==> config.mk <==
export PLATFORM = sky130hd
export DESIGN_NAME = cas_spacing_gate
export DESIGN_NICKNAME = d
export VERILOG_FILES = /design/src/rtl/cas_gate_pkg.sv /design/src/rtl/cas_gap_calc.sv /design/src/rtl/cas_gap_timer.sv /design/src/rtl/cas_spacing_gate.sv
export SDC_FILE = /design/constraint.sdc
export NUM_CORES = 1
export LEC_CHECK = 0
export BUFFER_PORTS_ARGS = -buffer_cell sky130_fd_sc_hd__buf_2
export CAP_MARGIN = 10
export CORE_ASPECT_RATIO = 0.7
export CORE_MARGIN = 1
export CORE_UTILIZATION = 40
export CTS_BUF_LIST = sky130_fd_sc_hd__clkbuf_8
export DETAILED_ROUTE_END_ITERATION = 16
export SETUP_SLACK_MARGIN = 0.02
export SLEW_MARGIN = 20
export SYNTH_ARGS = -nofsm -noshare
export SYNTH_HDL_FRONTEND = slang
export SYNTH_SLANG_ARGS = --single-unit
==> constraint.sdc <==
create_clock -name clk -period 11.2 [get_ports clk]
set_clock_uncertainty 0.1 [all_clocks]
set_input_delay 0 -clock clk [delete_from_list [all_inputs] [get_ports clk]]
set_output_delay 0 -clock clk [all_outputs]
set_load 0.01 [all_outputs]
==> src/rtl/cas_gate_pkg.sv <==
package cas_gate_pkg;

   typedef enum logic {
      CAS_READ  = 1'b0,
      CAS_WRITE = 1'b1
   } cas_kind_e;

   function automatic int rank_bits(input int n);
      return (n > 1) ? $clog2(n) : 1;
   endfunction

endpackage

==> src/rtl/cas_gap_calc.sv <==
module cas_gap_calc #(
   parameter int CFG_W      = 6,
   parameter int GAP_W      = 8,
   parameter int R2W_MARGIN = 4
) (
   input  logic [CFG_W-1:0] cfg_rl,
   input  logic [CFG_W-1:0] cfg_wl,
   input  logic [CFG_W-1:0] cfg_bl,
   input  logic [CFG_W-1:0] cfg_twtr,
   input  logic [CFG_W-1:0] cfg_tccd,
   output logic [GAP_W-1:0] r2w_gap,
   output logic [GAP_W-1:0] wtr_gap,
   output logic [GAP_W-1:0] ccd_gap
);

   if (GAP_W < CFG_W + 2) begin : g_bad_gap_w
      $error("cas_gap_calc: GAP_W must be at least CFG_W + 2");
   end
   if (R2W_MARGIN < 0 || R2W_MARGIN >= (1 << CFG_W)) begin : g_bad_margin
      $error("cas_gap_calc: R2W_MARGIN out of range");
   end

   logic [GAP_W-1:0] rl_x, wl_x, half_bl, rd_end;

   always_comb begin
      rl_x    = GAP_W'(cfg_rl);
      wl_x    = GAP_W'(cfg_wl);
      half_bl = GAP_W'(cfg_bl >> 1);
      // end of read data on the bus, with board margin added
      rd_end  = rl_x + half_bl + GAP_W'(R2W_MARGIN);
      r2w_gap = (rd_end > wl_x) ? (rd_end - wl_x) : '0;
      wtr_gap = wl_x + half_bl + GAP_W'(cfg_twtr);
      ccd_gap = GAP_W'(cfg_tccd);
   end

endmodule

==> src/rtl/cas_gap_timer.sv <==
module cas_gap_timer #(
   parameter int W = 8
) (
   input  logic         clk,
   input  logic         rst_n,
   input  logic         load,
   input  logic [W-1:0] gap,
   output logic         expired
);

   if (W < 2) begin : g_bad_w
      $error("cas_gap_timer: W must be at least 2");
   end

   logic [W-1:0] cnt, dec, ld;

   // a gap of G means the next command may go G cycles after the load edge
   always_comb begin
      dec = (cnt == '0) ? '0 : cnt - W'(1);
      ld  = (gap == '0) ? '0 : gap - W'(1);
   end

   always_ff @(posedge clk) begin
      if (!rst_n)    cnt <= '0;
      else if (load) cnt <= (ld > dec) ? ld : dec;
      else           cnt <= dec;
   end

   assign expired = (cnt == '0);

   // a reload keeps whatever wait was already owed
   assert_no_shorten_R6: assert property (@(posedge clk) disable iff (!rst_n)
      load |=> ({1'b0, cnt} + (W+1)'(1) >= {1'b0, $past(cnt)}) &&
               ({1'b0, cnt} + (W+1)'(1) >= {1'b0, $past(gap)}));

endmodule

==> src/rtl/cas_spacing_gate.sv <==
module cas_spacing_gate
   import cas_gate_pkg::*;
#(
   parameter int NUM_RANKS       = 4,
   parameter int CFG_W           = 6,
   parameter int RANK_SWITCH_GAP = 6,
   parameter int R2W_MARGIN      = 4,
   localparam int RANK_W         = rank_bits(NUM_RANKS)
) (
   input  logic              clk,
   input  logic              rst_n,
   input  logic [CFG_W-1:0]  cfg_rl,
   input  logic [CFG_W-1:0]  cfg_wl,
   input  logic [CFG_W-1:0]  cfg_bl,
   input  logic [CFG_W-1:0]  cfg_twtr,
   input  logic [CFG_W-1:0]  cfg_tccd,
   input  logic              req_valid,
   input  logic              req_is_wr,
   input  logic [RANK_W-1:0] req_rank,
   output logic              req_ready,
   output logic              cmd_valid,
   output logic              cmd_is_wr,
   output logic [RANK_W-1:0] cmd_rank,
   input  logic              phy_ready
);

   localparam int GAP_W = CFG_W + 2;
   localparam int SW    = GAP_W + 1;

   if (!(NUM_RANKS == 1 || NUM_RANKS == 2 || NUM_RANKS == 4)) begin : g_bad_ranks
      $error("cas_spacing_gate: NUM_RANKS must be 1, 2 or 4");
   end
   if (RANK_SWITCH_GAP < 1 || RANK_SWITCH_GAP >= (1 << GAP_W)) begin : g_bad_switch
      $error("cas_spacing_gate: RANK_SWITCH_GAP out of range");
   end

   cas_kind_e        kind;
   logic             fire, allowed, ccd_ok, wr_ok, rd_ok_sel;
   logic             rd_ok [NUM_RANKS];
   logic [GAP_W-1:0] r2w_gap, wtr_gap, ccd_gap;

   assign kind = cas_kind_e'(req_is_wr);

   cas_gap_calc #(
      .CFG_W(CFG_W), .GAP_W(GAP_W), .R2W_MARGIN(R2W_MARGIN)
   ) u_calc (
      .cfg_rl(cfg_rl), .cfg_wl(cfg_wl), .cfg_bl(cfg_bl),
      .cfg_twtr(cfg_twtr), .cfg_tccd(cfg_tccd),
      .r2w_gap(r2w_gap), .wtr_gap(wtr_gap), .ccd_gap(ccd_gap)
   );

   // column-to-column spacing, any type, any rank
   cas_gap_timer #(.W(GAP_W)) u_ccd (
      .clk(clk), .rst_n(rst_n), .load(fire), .gap(ccd_gap), .expired(ccd_ok)
   );

   // read-to-write spacing, all ranks share the data bus
   cas_gap_timer #(.W(GAP_W)) u_r2w (
      .clk(clk), .rst_n(rst_n), .load(fire && (kind == CAS_READ)),
      .gap(r2w_gap), .expired(wr_ok)
   );

   // per-rank read blocking
   if (NUM_RANKS == 1) begin : g_single
      cas_gap_timer #(.W(GAP_W)) u_rd (
         .clk(clk), .rst_n(rst_n), .load(fire && (kind == CAS_WRITE)),
         .gap(wtr_gap), .expired(rd_ok[0])
      );
      assign rd_ok_sel = rd_ok[0];
   end else begin : g_multi
      for (genvar r = 0; r < NUM_RANKS; r++) begin : g_rank
         logic             same, ld;
         logic [GAP_W-1:0] g;
         always_comb begin
            same = (req_rank == RANK_W'(r));
            ld   = fire && ((kind == CAS_WRITE) || !same);
            g    = ((kind == CAS_WRITE) && same) ? wtr_gap : GAP_W'(RANK_SWITCH_GAP);
         end
         cas_gap_timer #(.W(GAP_W)) u_rd (
            .clk(clk), .rst_n(rst_n), .load(ld), .gap(g), .expired(rd_ok[r])
         );
      end
      assign rd_ok_sel = rd_ok[req_rank];
   end

   always_comb begin
      allowed   = ccd_ok && ((kind == CAS_WRITE) ? wr_ok : rd_ok_sel);
      cmd_valid = req_valid && allowed;
      fire      = cmd_valid && phy_ready;
      req_ready = fire;
      cmd_is_wr = req_is_wr;
      cmd_rank  = req_rank;
   end

   // ---------------- independent spacing observers ----------------
   logic [SW-1:0]     since_rd, since_wr, since_any;
   logic              seen_rd, seen_wr, seen_any;
   logic [RANK_W-1:0] last_rd_rank, last_wr_rank;

   always_ff @(posedge clk) begin
      if (!rst_n) begin
         since_rd <= '0; since_wr <= '0; since_any <= '0;
         seen_rd <= 1'b0; seen_wr <= 1'b0; seen_any <= 1'b0;
         last_rd_rank <= '0; last_wr_rank <= '0;
      end else begin
         since_rd  <= (since_rd  == '1) ? since_rd  : since_rd  + SW'(1);
         since_wr  <= (since_wr  == '1) ? since_wr  : since_wr  + SW'(1);
         since_any <= (since_any == '1) ? since_any : since_any + SW'(1);
         if (fire) begin
            since_any <= SW'(1);
            seen_any  <= 1'b1;
            if (req_is_wr) begin
               since_wr <= SW'(1); seen_wr <= 1'b1; last_wr_rank <= req_rank;
            end else begin
               since_rd <= SW'(1); seen_rd <= 1'b1; last_rd_rank <= req_rank;
            end
         end
      end
   end

   assert_r2w_gap_R1: assert property (@(posedge clk) disable iff (!rst_n)
      (fire && req_is_wr && seen_rd) |-> (since_rd >= {1'b0, r2w_gap}));

   assert_rd_rank_switch_R2: assert property (@(posedge clk) disable iff (!rst_n)
      (fire && !req_is_wr && seen_rd && (req_rank != last_rd_rank))
      |-> (since_rd >= SW'(RANK_SWITCH_GAP)));

   assert_wr_rd_rank_switch_R3: assert property (@(posedge clk) disable iff (!rst_n)
      (fire && !req_is_wr && seen_wr && (req_rank != last_wr_rank))
      |-> (since_wr >= SW'(RANK_SWITCH_GAP)));

   assert_wr_rd_same_rank_R4: assert property (@(posedge clk) disable iff (!rst_n)
      (fire && !req_is_wr && seen_wr && (req_rank == last_wr_rank))
      |-> (since_wr >= {1'b0, wtr_gap}));

   assert_ccd_gap_R5: assert property (@(posedge clk) disable iff (!rst_n)
      (fire && seen_any) |-> (since_any >= {1'b0, ccd_gap}));

   assert_hold_R8: assert property (@(posedge clk) disable iff (!rst_n)
      (cmd_valid && !phy_ready && $stable(req_is_wr) && $stable(req_rank) && req_valid)
      |=> cmd_valid);

endmodule

==> impl_metrics.yaml <==
run_status:
  status: "complete, no violations"
clock_network:
  cts_setup_buffers: 0
  cts_resized: 0
  clkLatencyLatePin_ns: 0.32
  clock_tree.root_cell: "clkbuf_8"
  cts_buffers: 5
  cts_hold_buffers: 0
  clk_pin_slew_ns: 0.10
  cts.sinks: 48
  cts_tree: "done"
  cts_max_level: 2
  cts_buffer_depth: 2
floorplanning:
  row_count: 36
  ioPinCount: 42
  die_area_um2: 15020
  die_w_um: 146.1
  start_util: 0.4136
  dieHeight_um: 102.9
  coreArea_um2: 14050
detailed_routing:
  dr.pass1.iters: 5
  wl_per_cell_um: 15.83
  wl_met3_um: 680
  postRouteAntennaNets: 0
  top_layer_used: "met4"
  wl_met2_mm: 6.853
  vias: 5632
  met1_length_mm: 7.851
  drc_errors: 0
  viasPerCell: 5.753
  drt-initial-drc-count: 363
  wirelength_mm: 15.50
power_and_ir_drop:
  p_clk_frac: 0.097
  power_density_nw_per_um2: 261.9
  swShare: 0.4953
  combPwrFrac: 0.732
  switchingPower_uw: 814.1
  p_int_uw: 829.5
  peakVddDrop_uv: 88.68
  p_leak_uw: 0.002767
  seqPwrFrac: 0.172
cells_and_area:
  mostFrequentLayoutCells: "nor2_1 (90), ha_1 (83), nand2_1 (72), a21oi_1 (50), dfxtp_1 (48)"
  syn_to_final_growth_pct: 7.987
  finalNetCount: 916
  final_core_util: 0.4466
  antenna_cells: 0
  mostFrequentLayoutCell: "nor2_1"
  drive_gt1_frac: 0.09632
  n_fill_cell: 1441
sta:
  report.final.setup_viol: 0
  relSlewSlack: 0.2419
  hold_violations: 0
  setup_slack_ns: 5.786
  max_freq_ghz: 0.1847
  slew_viol_final: 0
  tightest_slew_ns: 1.129
  period_share: 0.4833
  fin_tns_setup_ns: 0
  rsz0062_at_grt: "false"
  period_needed_ns: 5.414
grt:
  grt_pass1_wl_mm: 26.10
  grt_util_all_layers: 0.2132
  overflow: 0
  grt_pass1_vias: 5535
  antenna_found_initial: 0
  grt_start_max_net_pins: 29
setup_path:
  endpoint_kind: "register"
  worst_ep_arrival_time_ns: 5.53
  crit_type: "input port to register"
  cp-start-kind: "input port"
  cp_data_required_time_ns: 11.32
  critPathMaxFanout: 12
yosys:
  ys_seq_area_frac: 0.1653
  synth_area_um2: 5812
  yosys.area_share.xor_xnor: 0.05124
  synth_top_family_by_area: "simple AND/OR/NAND/NOR gates"
  synth.distinct_cells: 77
  synth-seq-cells: 48
  synth_compound_area_frac: 0.2129
  synth-simple-area-share: 0.2999
  synth-main-ff-cell: "dfxtp_1"
  synth_cells: 761
  synth_edf_count: 0
  async_flop_share: 0
  syn_area_per_cell_um2: 7.637
  synthAdderAreaFrac: 0.2062
  synthMuxAreaShare: 0.01808
  synth_warnings: 0
placement:
  portBuffers: 40
  post-dp-hpwl_mm: 12.49
  gp_congestion: 0.9061
  pre_cts_ws_ns: 5.556
flow_run:
  drv_cap: 0
worst_hold_path:
  min_path_type: "input port to register"
==> critical path, stage by stage <==
cell and delay (ns):
buf_2 0.12, ha_1 0.20, fa_1 0.43, a211o_1 0.30, and3_1 0.19, nor2_1 0.20, xnor2_1 0.10, ha_1 0.37
o21ai_0 0.12, a21oi_1 0.14, o22ai_1 0.13, a31oi_1 0.48, nand2b_1 0.28, nand2b_1 0.11, ha_1 0.30, o31ai_1 0.37
a21oi_1 0.12, ha_1 0.31, nand4_1 0.12, nor2_1 0.07, nor4_1 0.17, o311a_1 0.48, nand2_2 0.14, o32ai_1 0.28
==> per-stage QoR <==
step	hold WS (ns)	power (uW)	cell area, um2	std cells
final	0.008918	1644	6276	979
after global routing	0.05432	1822	6276	979
after CTS	0.006100	1638	6276	979
after detailed placement	0.2115	1471	6138	971
after global placement	0.2093	1429	6138	971
after floorplan	-0.01004	1209	5816	762
==> power groups by stage <==
stage	clock network, uW	logic, uW	registers [uW]
after floorplan	0	937	272
after global placement	0	1150	282
after detailed placement	0	1190	285
after CTS	162	1190	281
after global routing	167	1360	290
final	159	1200	282
==> registers in the layout, indices dropped and copies added, names as in the netlist <==
register / cells
g_multi.g_rank.u_rd.cnt: 32
u_ccd.cnt: 8
u_r2w.cnt: 8
==> area by class of cell <==
type	count	area [um2]	share of cell area
multi-input cells	654	4589	0.7313
flip-flops and latches	48	960.9	0.1531
well taps	190	237.7	0.03788
repair buffers	41	207.7	0.03309
inverters	38	142.6	0.02273
clock buffers	5	68.82	0.01096
clock inverters	3	68.82	0.01096
==> layer usage <==
layer,up-vias,track usage
met4,0,0.03606
met1,2672,0.2912
met3,12,0.03009
met2,127,0.3647
li1,2821,-
met5,-,0
==> cell usage after synthesis (all sizes together), types with 5 or more instances <==
cell	number	area share
nor2	91	0.060
ha	83	0.18
nand2	74	0.050
a21oi	50	0.043
dfxtp	48	0.17
inv	38	0.025
nand3	33	0.031
nor3	26	0.022
nand2b	20	0.022
nor2b	20	0.022
a21o	18	0.023
xor2	18	0.027
o21ai	17	0.015
xnor2	16	0.024
o32ai	15	0.023
nand4	14	0.015
clkbuf	12	0.0077
o22ai	11	0.013
and3	10	0.011
buf	10	0.013
o31ai	10	0.013
a31oi	9	0.0097
o21a	9	0.012
or2	9	0.0097
fa	8	0.028
a211oi	7	0.011
and2	7	0.0075
nor3b	7	0.0090
or3	7	0.0075
mux2i	6	0.010
o211ai	5	0.0065
==> cells by family (layout without fill, tap and decap cells) <==
family	after synthesis	after routing
AOI/OAI and AO/OA	177	177
xor gates and xnor gates	34	34
adders and majority gates	91	91
buffers and inverters	60	87
DFF	48	48
muxes	9	9
other	1	2
and+or+nand+nor	341	341
==> path summary, 6_finish.rpt <==
path                            startpoint                       endpoint  slack, ns  cells after the start
max                              cfg_bl[1]                   u_r2w.cnt[1]       5.79                     24
min                            cfg_tccd[2]                   u_ccd.cnt[2]      0.009                      5
max reg2reg  g_multi.g_rank[0].u_rd.cnt[0]  g_multi.g_rank[0].u_rd.cnt[6]       7.58                     12
min reg2reg  g_multi.g_rank[3].u_rd.cnt[0]  g_multi.g_rank[3].u_rd.cnt[0]       0.45                      1
(Power assumes the default switching activity.)
